===== config.mk =====
export PLATFORM = sky130hd
export DESIGN_NAME = l1_accept_filter
export DESIGN_NICKNAME = d
export VERILOG_FILES = /design/src/rtl/l1f_pkg.sv /design/src/rtl/l1f_xing_counter.sv /design/src/rtl/l1f_accept_fifo.sv /design/src/rtl/l1f_match.sv /design/src/rtl/l1_accept_filter.sv
export SDC_FILE = /design/constraint.sdc
export NUM_CORES = 1
export LEC_CHECK = 0
export ABC_AREA = 1
export BUFFER_PORTS_ARGS = -buffer_cell sky130_fd_sc_hd__clkbuf_2
export CORE_MARGIN = 2
export CORE_UTILIZATION = 61
export DETAILED_ROUTE_END_ITERATION = 10
export GPL_TIMING_DRIVEN = 0
export PLACE_DENSITY = 0.79
export SLEW_MARGIN = 20
export SYNTH_ARGS = -nofsm -noshare
export SYNTH_HDL_FRONTEND = slang
export SYNTH_SLANG_ARGS = --single-unit
export TNS_END_PERCENT = 5

===== constraint.sdc =====
create_clock -name clk -period 6.24 [get_ports clk]
set_clock_uncertainty 0.1 [all_clocks]
set_input_delay 0.624 -clock clk [delete_from_list [all_inputs] [get_ports clk]]
set_output_delay 0.624 -clock clk [all_outputs]
set_load 0.05 [all_outputs]

===== src/rtl/l1f_pkg.sv =====
package l1f_pkg;
  typedef enum logic [1:0] {
    ACT_HOLD = 2'd0,
    ACT_DROP = 2'd1,
    ACT_PASS = 2'd2,
    ACT_POP  = 2'd3
  } l1f_act_e;
endpackage


===== src/rtl/l1f_xing_counter.sv =====
module l1f_xing_counter #(
  parameter int CNT_W = 12,
  parameter int LAT_W = 6
) (
  input  logic             clk,
  input  logic             rst,
  input  logic             tick,
  input  logic [LAT_W-1:0] latency,
  output logic [CNT_W-1:0] xing_now,
  output logic [CNT_W-1:0] xing_lag
);
  always_ff @(posedge clk) begin
    if (rst) xing_now <= '0;
    else if (tick) xing_now <= xing_now + 1'b1;
  end

  // lagged count follows the live count and the latency setting at once
  assign xing_lag = xing_now - CNT_W'(latency);

  AST_XING_STEP: assert property (@(posedge clk) disable iff (rst)
    tick |=> xing_now == $past(xing_now) + 1'b1);
  AST_XING_IDLE: assert property (@(posedge clk) disable iff (rst)
    !tick |=> $stable(xing_now));
endmodule


===== src/rtl/l1f_accept_fifo.sv =====
module l1f_accept_fifo #(
  parameter int X_W   = 12,
  parameter int E_W   = 16,
  parameter int DEPTH = 16
) (
  input  logic           clk,
  input  logic           rst,
  input  logic           push,
  input  logic [X_W-1:0] push_xing,
  input  logic [E_W-1:0] push_evt,
  input  logic           pop,
  output logic [X_W-1:0] head_xing,
  output logic [E_W-1:0] head_evt,
  output logic           empty,
  output logic           full
);
  localparam int AW = $clog2(DEPTH);
  localparam int EW = X_W + E_W;

  logic [EW-1:0] mem [DEPTH];
  logic [AW:0]   wr_p, rd_p;

  assign empty = (wr_p == rd_p);
  assign full  = (wr_p[AW] != rd_p[AW]) && (wr_p[AW-1:0] == rd_p[AW-1:0]);

  // storage kept free of reset so it maps onto RAM
  always_ff @(posedge clk) begin
    if (push) mem[wr_p[AW-1:0]] <= {push_xing, push_evt};
  end

  always_ff @(posedge clk) begin
    if (rst) begin
      wr_p <= '0;
      rd_p <= '0;
    end else begin
      if (push) wr_p <= wr_p + 1'b1;
      if (pop)  rd_p <= rd_p + 1'b1;
    end
  end

  assign {head_xing, head_evt} = mem[rd_p[AW-1:0]];

  AST_NO_POP_EMPTY: assert property (@(posedge clk) disable iff (rst)
    pop |-> !empty);
  AST_NO_PUSH_FULL: assert property (@(posedge clk) disable iff (rst)
    push |-> !full);
endmodule


===== src/rtl/l1f_match.sv =====
module l1f_match
  import l1f_pkg::*;
#(
  parameter int CNT_W = 12,
  parameter int WIN_W = 4
) (
  input  logic             rec_valid,
  input  logic [CNT_W-1:0] rec_xing,
  input  logic             head_valid,
  input  logic [CNT_W-1:0] head_xing,
  input  logic [CNT_W-1:0] lag_xing,
  input  logic [WIN_W-1:0] window,
  input  logic             out_free,
  output l1f_act_e         act
);
  logic [CNT_W-1:0]      ref_x, diff;
  logic signed [CNT_W:0] dx, wx;
  logic                  older, newer;

  always_comb begin
    // with nothing pending, the lagged count bounds every future accept
    ref_x = head_valid ? head_xing : lag_xing;
    diff  = rec_xing - ref_x;
    dx    = $signed({diff[CNT_W-1], diff});
    wx    = $signed({{(CNT_W+1-WIN_W){1'b0}}, window});
    older = dx < -wx;
    newer = dx > wx;
    if (!rec_valid)      act = ACT_HOLD;
    else if (older)      act = ACT_DROP;
    else if (!head_valid) act = ACT_HOLD;
    else if (newer)      act = ACT_POP;
    else if (out_free)   act = ACT_PASS;
    else                 act = ACT_HOLD;
  end
endmodule


===== src/rtl/l1_accept_filter.sv =====
module l1_accept_filter
  import l1f_pkg::*;
#(
  parameter int CNT_W   = 12,
  parameter int LAT_W   = 6,
  parameter int WIN_W   = 4,
  parameter int EVT_W   = 16,
  parameter int PAY_W   = 16,
  parameter int Q_DEPTH = 16
) (
  input  logic             clk,
  input  logic             rst,
  input  logic             xing_tick,
  input  logic [LAT_W-1:0] latency,
  input  logic [WIN_W-1:0] window,
  input  logic             l1_accept,
  input  logic             in_valid,
  output logic             in_ready,
  input  logic [CNT_W-1:0] in_xing,
  input  logic [PAY_W-1:0] in_data,
  output logic             out_valid,
  input  logic             out_ready,
  output logic [CNT_W-1:0] out_xing,
  output logic [PAY_W-1:0] out_data,
  output logic [EVT_W-1:0] out_event,
  output logic [CNT_W-1:0] xing_now,
  output logic [CNT_W-1:0] xing_lag,
  output logic             q_overflow
);
  logic [EVT_W-1:0] evt_cnt;
  logic             q_empty, q_full, q_push, q_pop, out_free;
  logic [CNT_W-1:0] head_x;
  logic [EVT_W-1:0] head_e;
  l1f_act_e         act;

  l1f_xing_counter #(.CNT_W(CNT_W), .LAT_W(LAT_W)) u_cnt (
    .clk(clk), .rst(rst), .tick(xing_tick), .latency(latency),
    .xing_now(xing_now), .xing_lag(xing_lag)
  );

  assign q_push = l1_accept && !q_full;

  always_ff @(posedge clk) begin
    if (rst) begin
      evt_cnt    <= '0;
      q_overflow <= 1'b0;
    end else begin
      if (l1_accept) evt_cnt <= evt_cnt + 1'b1;
      if (l1_accept && q_full) q_overflow <= 1'b1;
    end
  end

  l1f_accept_fifo #(.X_W(CNT_W), .E_W(EVT_W), .DEPTH(Q_DEPTH)) u_q (
    .clk(clk), .rst(rst), .push(q_push), .push_xing(xing_lag),
    .push_evt(evt_cnt), .pop(q_pop), .head_xing(head_x),
    .head_evt(head_e), .empty(q_empty), .full(q_full)
  );

  assign out_free = !out_valid || out_ready;

  l1f_match #(.CNT_W(CNT_W), .WIN_W(WIN_W)) u_match (
    .rec_valid(in_valid), .rec_xing(in_xing), .head_valid(!q_empty),
    .head_xing(head_x), .lag_xing(xing_lag), .window(window),
    .out_free(out_free), .act(act)
  );

  assign in_ready = (act == ACT_DROP) || (act == ACT_PASS);
  assign q_pop    = (act == ACT_POP);

  always_ff @(posedge clk) begin
    if (rst) begin
      out_valid <= 1'b0;
      out_xing  <= '0;
      out_data  <= '0;
      out_event <= '0;
    end else begin
      if (out_valid && out_ready) out_valid <= 1'b0;
      if (act == ACT_PASS) begin
        out_valid <= 1'b1;
        out_xing  <= in_xing;
        out_data  <= in_data;
        out_event <= head_e;
      end
    end
  end

  AST_OUT_HOLD: assert property (@(posedge clk) disable iff (rst)
    out_valid && !out_ready |=> out_valid && $stable(out_data) && $stable(out_event) && $stable(out_xing));
  AST_EVT_STEP: assert property (@(posedge clk) disable iff (rst)
    l1_accept |=> evt_cnt == $past(evt_cnt) + 1'b1);
  AST_OVF_STICKY: assert property (@(posedge clk) disable iff (rst)
    q_overflow |=> q_overflow);
  AST_PASS_NEEDS_ACCEPT: assert property (@(posedge clk) disable iff (rst)
    $rose(out_valid) |-> $past(!q_empty));
  AST_DROP_NO_OUTPUT: assert property (@(posedge clk) disable iff (rst)
    in_valid && in_ready && !out_valid |=> out_valid == !$past(act == ACT_DROP));
endmodule


[Word level (Yosys, flattened, before mapping)]
Memory sizes are Yosys's and may differ from the RTL's. A register that Yosys moved wholly into a read port is not among the register bits.
Index checks and enable logic that the tools add are counted.
W data, S select, Z words.
Storage, ports and cells
  register bits: 84
  latch bits: 0
  RAM bits: 448
  bits in read-only memories: 0
  bits of input ports: 44
  output and inout bits: 71
  logic and storage cells: 46
  memories kept: 1
Memories
  u_q.mem: words 16, width 28, rd ports 1, clocked after Yosys merged registers in 1, wr ports 1, line l1f_accept_fifo.sv:20  | logic [EW-1:0] mem [DEPTH];
Cells by class
  add/sub/neg operators: 7
  $mul: 0
  div/mod/pow operators: 0
  magnitude comparators: 2
  equality and inequality tests: 6
  shift-type cells: 0
  mux-type cells: 12
  bitwise gates (word level): 0
  reductions and logical operators: 9
Operators with widths (count)
  $add A16 B1 Y16 const B: 1
  $lt A12 B13 Y1: 1
  $neg A4 Y13: 1
  $add A12 B1 Y12 const B: 1
  $gt A12 B5 Y1: 1
  $mux W12: 1
  $sub A12 B12 Y12: 1
  $sub A12 B6 Y12: 1
  $add A5 B1 Y5 const B: 2
  $mux W2: 5
  $mux W4: 2
  $eq A5 B5 Y1: 1
  $eq A2 B2 Y1 const B: 2
  $eq A4 B4 Y1: 1
  $logic_and A1 B1 Y1: 4
  $mux W1: 4
  $eq A2 B1 Y1 const B: 1
  $logic_not A1 Y1: 2
  $logic_or A1 B1 Y1: 2
  $reduce_bool A2 Y1: 1
  $ne A1 B1 Y1: 1

[Logic depth before layout (Yosys ltp)]
Gate-level depths: netlist of the first run.
  depth in word-level cells: 11
  mapped depth: 38
  depth with buffers taken out: 36

[By module]
From an unflattened synthesis of the first run, not the netlist that was laid out.
Second synthesis, totals
  cells, all modules: 2577
  area total of the unflattened synthesis: 24553.5 um^2
By module, submodules not included
  l1f_accept_fifo: instances 1, cells each 1892, area each 19820.3 um^2, seq. area each 13733.2 um^2
  l1_accept_filter: instances 1, cells each 318, area each 2442.3 um^2, seq. area each 1241.2 um^2
  l1f_match: instances 1, cells each 211, area each 1318.8 um^2, seq. area each 0.0 um^2
  l1f_xing_counter: instances 1, cells each 156, area each 972.2 um^2, seq. area each 240.2 um^2

[Worst setup path after synthesis of the first run]
No wires, ideal clock.
  path type: input port to output port
  start point: in latency[0]
  end point: out in_ready
  arrival time: 5.844 ns
  required time: 5.516 ns
  path slack: -0.328 ns
  stages on the path: 30
  buffers on the path: 0
  path through: ha_1 inv_1 fa_1 nand3_1 nand2_1 a21oi_1 o21bai_1 nor2_1 inv_1 nor2_1 xor2_1 o21ai_1 ha_1 inv_1 o21ai_0 a21oi_1 nand3_1 inv_1 nand3_1 nand2_1 inv_1 ha_1 a21oi_1 o21ai_0 a21oi_1 a21o_1 nand3_1 a21oi_1 ha_1 inv_1
Between the ends
  word-level cells in the longest chain between the ends: 10
  elaborated cells between the ends (all ways): 12
  those cells by class: 2 x add/sub; 2 x order compare; 2 x eq/ne; 5 x mux; 1 x reduce/logical
Ends and longest elaborated chain
  start: declaration: line l1_accept_filter.sv:14  | input logic [LAT_W-1:0] latency,
  $sub A12 B6 Y12 *: line l1f_xing_counter.sv:18  | assign xing_lag = xing_now - CNT_W'(latency);
  named net xing_lag[8]: line l1_accept_filter.sv:27  | output logic [CNT_W-1:0] xing_lag,
  $mux W12 *: line l1f_match.sv:22  | ref_x = head_valid ? head_xing : lag_xing;
  $sub A12 B12 Y12 *: line l1f_match.sv:23  | diff = rec_xing - ref_x;
  $gt A12 B5 Y1: line l1f_match.sv:27  | newer = dx > wx;
  $mux W2: line l1f_match.sv:31  | else if (newer) act = ACT_POP;
  $mux W2: line l1f_match.sv:30  | else if (!head_valid) act = ACT_HOLD;
  $mux W2 *: line l1f_match.sv:29  | else if (older) act = ACT_DROP;
  $mux W2 *: line l1f_match.sv:28  | if (!rec_valid) act = ACT_HOLD;
  $eq A2 B1 Y1 / $eq A2 B2 Y1 (equally long branches): line l1_accept_filter.sv:67  | assign in_ready = (act == ACT_DROP) || (act == ACT_PASS);
  $logic_or A1 B1 Y1 *: line l1_accept_filter.sv:67
  end: declaration: line l1_accept_filter.sv:18  | output logic in_ready,
The timed path passes the listed nets; every way through them passes the cells marked *.

==> results of run 1 <==
==> cells in the final DEF (no fill, tap or decap), drive strengths merged, types with 67 or more instances in the layout <==
master,n
o21ai,298
nor2,392
o22ai,67
dfxtp,88
clkbuf,245
edfxtp,448
inv,110
nand3,96
buf,88
nand2,138
==> per-stage QoR <==
stage	hold WS [ns]	cell area [sq um]	TNS, ns
global placement	0.360	23700	-33.21
global route	0.182	26500	-0.0475
floorplan	0.343	22500	0
CTS	0.160	26000	0
finish	0.172	26500	0
detailed placement	0.367	24300	-45.74
==> how the worst max path moves through the flow <==
| stage | slack (ns) | startpoint | end | depth (start not counted) |
|---|---|---|---|---|
| after floorplan | 0.06 | latency[0] | in_ready | 30 |
| final | 0.20 | flop | in_ready | 27 |
| after global routing | -0.05 | flop | in_ready | 32 |
| after CTS | 0.02 | u_cnt.xing_now[0]$_SDFFE_PP0P_ | in_ready | 34 |
| after detailed placement | -1.18 | latency[0] | out_xing[10]$_SDFFE_PP0N_ | 34 |
| after global placement | -0.91 | latency[0] | out_xing[9]$_SDFFE_PP0N_ | 30 |
==> repair_timing <==
item                                    4_1_cts  5_1_grt
pin swaps                                     4       33
buffers inserted                              6       16
gates resized for setup                      46      107
endpoints found under the hold margin         0        0
endpoints found under the setup margin       48       45
==> logic make-up (layout without fill, tap and decap cells) <==
| kind of cell | after synthesis | count (layout) | share of synthesized area (%) |
|---|---|---|---|
| adder cells (fa/ha/maj) | 47 | 47 | 2.68 |
| buffers and inverters | 224 | 472 | 4.43 |
| XOR/XNOR | 15 | 15 | 0.584 |
| AO/OA/AOI/OAI | 499 | 499 | 12.7 |
| AND/OR/NAND/NOR | 651 | 651 | 11.9 |
| flip-flops | 536 | 536 | 67.6 |
| multiplexers | 2 | 2 | 0.0890 |
==> power by group <==
part / internal [W] / total, W / switching, W
sequential: 0.00393 / 0.00397 / 0.0000369
clock: 0.00163 / 0.00296 / 0.00133
combinational: 0.000311 / 0.00101 / 0.000695
total: 0.00587 / 0.00793 / 0.00206
==> registers in the layout, indices dropped and copies added, names as in the netlist, named ones only <==
signal,count
out_xing,12
q_overflow,1
out_event,16
u_cnt.xing_now,12
u_q.wr_p,5
out_data,16
u_q.mem,448
out_valid,1
evt_cnt,16
u_q.rd_p,5
==> metal layers <==
| metal | track usage [%] | up-vias | part of all wire, % |
|---|---|---|---|
| met2 | 56.9 | 1488 | 47 |
| met1 | 44.2 | 8373 | 34 |
| met5 | 0 | - | 0 |
| met4 | 18.3 | 0 | 5.6 |
| li1 | - | 7532 | - |
| met3 | 7.70 | 295 | 13 |
==> critical path, delay by kind of cell (launching register included) <==
| kind | cells | cell delay (ns) |
|---|---|---|
| adder cells (fa/ha/maj) | 3 | 0.86 |
| buffers and inverters | 6 | 1.04 |
| flip-flops | 1 | 0.61 |
| AO/OA/AOI/OAI | 7 | 1.11 |
| AND/OR/NAND/NOR | 11 | 1.10 |
==> final cells by class <==
cell class / instances / share of cell area, %
Buffer: 109 / 2.75
Inverter: 113 / 1.64
Sequential cell: 536 / 57.4
Tap cell: 468 / 2.21
Multi-Input combinational cell: 1214 / 25.6
Clock inverter: 25 / 0.732
Clock buffer: 72 / 5.19
Timing Repair Buffer: 153 / 4.46
==> results by group, run 1 <==
Run status
  – Status: finished, final reports clean

Global routing
  – Initial antenna violation count: 0
  – Tot GR Track Use: 34.9%
  – Number of global-route vias before repair: 17.6k
  – Largest net degree at the start of global routing: 21
  – First-pass GRT wire length: 100000 microns
  – Remaining global-route overflow: 0

Yosys
  – Top-count cell post-synth: edfxtp_1
  – Synth unique cells: 43
  – Syn Nets: 2065
  – Area leader, netlist: edfxtp_1
  – Cell count after synthesis: 1974
  – Synth warn: 0
  – Register area share after synthesis: 67.6%
  – Asr flop ratio synth: 0%
  – Synth Cell Area: 22500 sq um
  – Ys flop type: edfxtp_1
  – EDFF count, synth: 448
  – Synth top cells by count: edfxtp_1, nor2_1, o21ai_0
  – Mean cell area of the mapped netlist: 11.4 sq um
  – Yosys reg bits: 536
  – Ranking of synthesized cells by area: edfxtp_1, dfxtp_1, nor2_1, o21ai_0, ha_1
  – Top-area cell type share of the netlist area: 59.8%

Clock network
  – Hold_buf cts: 0
  – CTS Buffer Depth: 3
  – Clk slew on worst S/H paths: 0.06 ns
  – Clk sink count: 536
  – CTS root buffer: clkbuf_16
  – Total CTS buffers: 52
  – Clock latency on the worst-skew pair: 0.60 ns
  – CTS tree: done
  – H-tree depth: 2

Job
  – Max-cap violation count: 0

Place
  – Port Buf Inserts: 114
  – Worst slack at placement: -1.18 ns
  – Dpl cells: 2573
  – Placer congestion estimate: 0.875
  – DP HPWL: 43900 microns

Timing
  – Slew @ Worst Pin: 1.03 ns
  – Tcrit/Tclk final: 96.8%
  – Slew headroom: 31.2%
  – Slew Limit Fails: 0
  – Final setup viols: 0
  – Final setup margin: 0.201 ns
  – Min cycle time layout: 6.04 ns
  – FMAX: 0.166 GHz
  – Final hold viol count: 0

Layout
  – Fillers: 2332
  – Syn-to-layout area delta: 17.8%
  – Final core occ: 72.8%
  – Cell Count, Final, Fillers Out: 2690
  – Layout cell share with drive strength beyond 1: 17.6%
  – # diodes: 0
  – Register area: 15200 sq um
  – Nets: 2270
  – Footprint of the multi-input gates: 6790 sq um

Critical path
  – Crit-path slowest cell: dfxtp_1
  – Data arrival, critical path: 5.32 ns
  – Startpoint Class: flop
  – CP Max Fanout: 10
  – CP endpoint kind: output port
  – Worst path required time: 5.52 ns
  – Crit Path Class: flop to output port
  – R2R depth: 30
  – Worst reg2reg setup slack: 0.38 ns
  – CP dominant cell by count: nand2_2
  – Max incr delay on CP: 0.61 ns
  – RR Endpoint: out_event[10]$_SDFFE_PP0N_

Power
  – Total power: 0.00793 W
  – Max VDD drop: 271 uV
  – Pwr dens: 299 nW/um^2
  – Leakage: 9.90 nW

Floorplan
  – Die width: 196 microns
  – Ports: 115
  – Core ar.: 36400 sq um
  – Die area: 38400 sq um
  – Initial Util: 61.8%
  – Die Y: 196 microns
  – Row cnt: 70

Routing
  – DRC violations left: 0
  – Final WL: 68500 microns
  – Final ANT Viol Nets: 0
  – DRT Pass-1 Iters: 6
  – DR WL/cell: 25.5 microns
  – Vias per Instance: 6.58
  – Starting DRC count in detailed routing: 2519
  – DR vias: 17.7k

Worst hold path
  – HP Start: in_data[8]
  – Hold Crit Class: input pin to flop
  – WHS Endpoint: out_data[8]$_SDFFE_PP0N_
  – Hold path depth: 3
Note: power is estimated with default switching activity, not from simulation.
==> inputs of run 2 (changes only) <==
==> constraint.sdc (replaced) <==
create_clock -name clk -period 6.24 [get_ports clk]
set_clock_uncertainty 0.1 [all_clocks]
set_input_delay 0.624 -clock clk [delete_from_list [all_inputs] [get_ports clk]]
set_output_delay 0.624 -clock clk [all_outputs]
set_load 0.01 [all_outputs]
==> results by group, run 2 (synthesized netlist as in run 1, its figures left out) <==
Layout
  – Syn-to-layout area delta: 17.9%
  – Nets: 2271
  – Footprint of the multi-input gates: 6820 sq um
  – Fillers: 2324
  – Layout cell share with drive strength beyond 1: 18.5%
  – Most frequent cells in the layout: edfxtp_1, nor2_1, o21ai_0
  – Most common cell after layout, fill and taps aside: edfxtp_1
  – Final core occ: 72.8%
  – Register area: 15200 sq um
  – Number of flip-flops in the largest register: 448

Place
  – Port Buf Inserts: 114
  – DP HPWL: 43900 microns
  – Placer congestion estimate: 0.895
  – Worst slack at placement: -1.06 ns

Global routing
  – Initial antenna violation count: 0
  – First-pass GRT wire length: 99000 microns
  – Remaining global-route overflow: 0
  – Number of global-route vias before repair: 16.9k
  – Largest net degree at the start of global routing: 22
  – Tot GR Track Use: 34.9%

Timing
  – Setup TNS: 0 ns
  – Tcrit/Tclk final: 98.1%
  – Slew @ Worst Pin: 0.978 ns
  – Final setup margin: 0.117 ns
  – Hold Slack: 0.124 ns
  – Slew headroom: 34.7%
  – Slew Limit Fails: 0
  – Final setup viols: 0
  – Min cycle time layout: 6.12 ns
  – FMAX: 0.163 GHz
  – Final hold viol count: 0

Critical path
  – Crit-path slowest cell: fa_2
  – Startpoint Class: flop
  – CP Max Fanout: 10
  – Worst path required time: 5.52 ns
  – CP dominant cell by count: nand2_1
  – Worst reg2reg setup slack: 0.50 ns
  – Crit Path Class: flop to output port
  – R2R depth: 32
  – Max incr delay on CP: 0.45 ns
  – Data arrival, critical path: 5.40 ns
  – CP endpoint kind: output port

Routing
  – DR WL/cell: 25.3 microns
  – DRT Pass-1 Iters: 7
  – Final ANT Viol Nets: 0
  – Vias per Instance: 6.50
  – DR vias: 17.5k
  – Final WL: 68100 microns
  – Starting DRC count in detailed routing: 2571
  – DRC violations left: 0

Worst hold path
  – Hold path depth: 3
  – HP Start: in_data[5]
  – WHS Endpoint: out_data[5]$_SDFFE_PP0N_
  – Hold Crit Class: input pin to flop

Power
  – Max VDD drop: 254 uV
  – Sw frac: 24.9%
  – Reg power frac: 50.2%
  – Sw power: 0.00197 W
  – P_int: 0.00594 W
  – Leakage: 9.94 nW
  – Pwr dens: 298 nW/um^2
  – Comb power frac: 11.1%
  – Clock network power share: 38.6%

Clock network
  – H-tree depth: 2
  – CTS root buffer: clkbuf_16
  – CTS Buffer Depth: 3
  – Clk slew on worst S/H paths: 0.07 ns
  – Clk sink count: 536
  – Clock latency on the worst-skew pair: 0.62 ns
  – CTS tree: done
  – Total CTS buffers: 53

Job
  – Max-cap violation count: 0

Floorplan
  – Initial Util: 61.8%
  – Die Y: 196 microns
  – Die area: 38400 sq um
  – Ports: 115
  – Die width: 196 microns
  – Row cnt: 70
  – Core ar.: 36400 sq um

Run status
  – Status: finished, final reports clean
run 2: cell types whose count changed in the layout (fill, tap and decap cells not counted), moves of 4 or more:
| cell | delta |
|---|---|
| buf_6 | +4 |
| clkinv_2 | +6 |
| a21oi_2 | +4 |
| clkbuf_2 | +4 |
| clkinv_1 | -8 |
| nand3_2 | +4 |
run 2: how the worst max path moves through the flow:
stage / from / to / depth (start not counted)
after CTS: flop / in_ready / 33
after detailed placement: latency[0] / out_xing[9]$_SDFFE_PP0N_ / 34
final: flop / in_ready / 30
after global placement: latency[0] / out_event[15]$_SDFFE_PP0N_ / 32
after global routing: u_cnt.xing_now[0]$_SDFFE_PP0P_ / in_ready / 34
after floorplan: latency[0] / out_xing[10]$_SDFFE_PP0N_ / 34
run 2: layout make-up:
cell class / count / area share, %
Sequential cell: 536 / 57.4
Multi-Input combinational cell: 1214 / 25.7
Clock buffer: 74 / 5.45
Timing Repair Buffer: 153 / 4.42
Buffer: 109 / 2.55
Tap cell: 468 / 2.21
Inverter: 113 / 1.63
Clock inverter: 22 / 0.688
Antenna cell: 1 / 0.00943
run 2: repair_timing:
action | CTS | global route
pin swaps | 8 | 32
resized for setup | 50 | 94
setup buffers | 10 | 12
endpoints found under the setup margin | 48 | 48
hold buffers | 0 | 0
run 2: worst max-delay path: cells and delay by family, from the launching register on:
| kind | cells | cell delay, ns |
|---|---|---|
| AOI/OAI and AO/OA | 7 | 1.25 |
| DFF | 1 | 0.34 |
| and+or+nand+nor | 10 | 0.85 |
| buffers and inverters | 9 | 1.10 |
| adders and majority gates | 4 | 1.23 |
run 2: per-layer routing:
| layer | routed length, microns | GRT usage, % | part of all wire (%) | vias to the layer above |
|---|---|---|---|---|
| li1 | - | - | - | 7529 |
| met1 | 23600 | 45.6 | 35 | 8366 |
| met2 | 32600 | 57.0 | 48 | 1349 |
| met3 | 8420 | 6.17 | 12 | 235 |
| met4 | 3500 | 17.6 | 5.1 | 0 |
| met5 | 0 | 0 | 0 | - |
run 2: per-stage QoR:
step                power [W]  instances  cell area, sq um
floorplan             0.00451       1974             22500
global placement      0.00476       2556             23700
detailed placement    0.00480       2573             24300
CTS                   0.00780       2678             26100
global route          0.00810       2689             26500
finish                0.00790       2690             26500
run 2: power groups by stage:
stage | clock network, W | logic (W) | registers (W)
after floorplan | 0 | 0.000458 | 0.00405
after global placement | 0 | 0.000716 | 0.00404
after detailed placement | 0 | 0.000752 | 0.00404
after CTS | 0.00304 | 0.000785 | 0.00397
after global routing | 0.00318 | 0.000950 | 0.00397
final | 0.00305 | 0.000879 | 0.00397
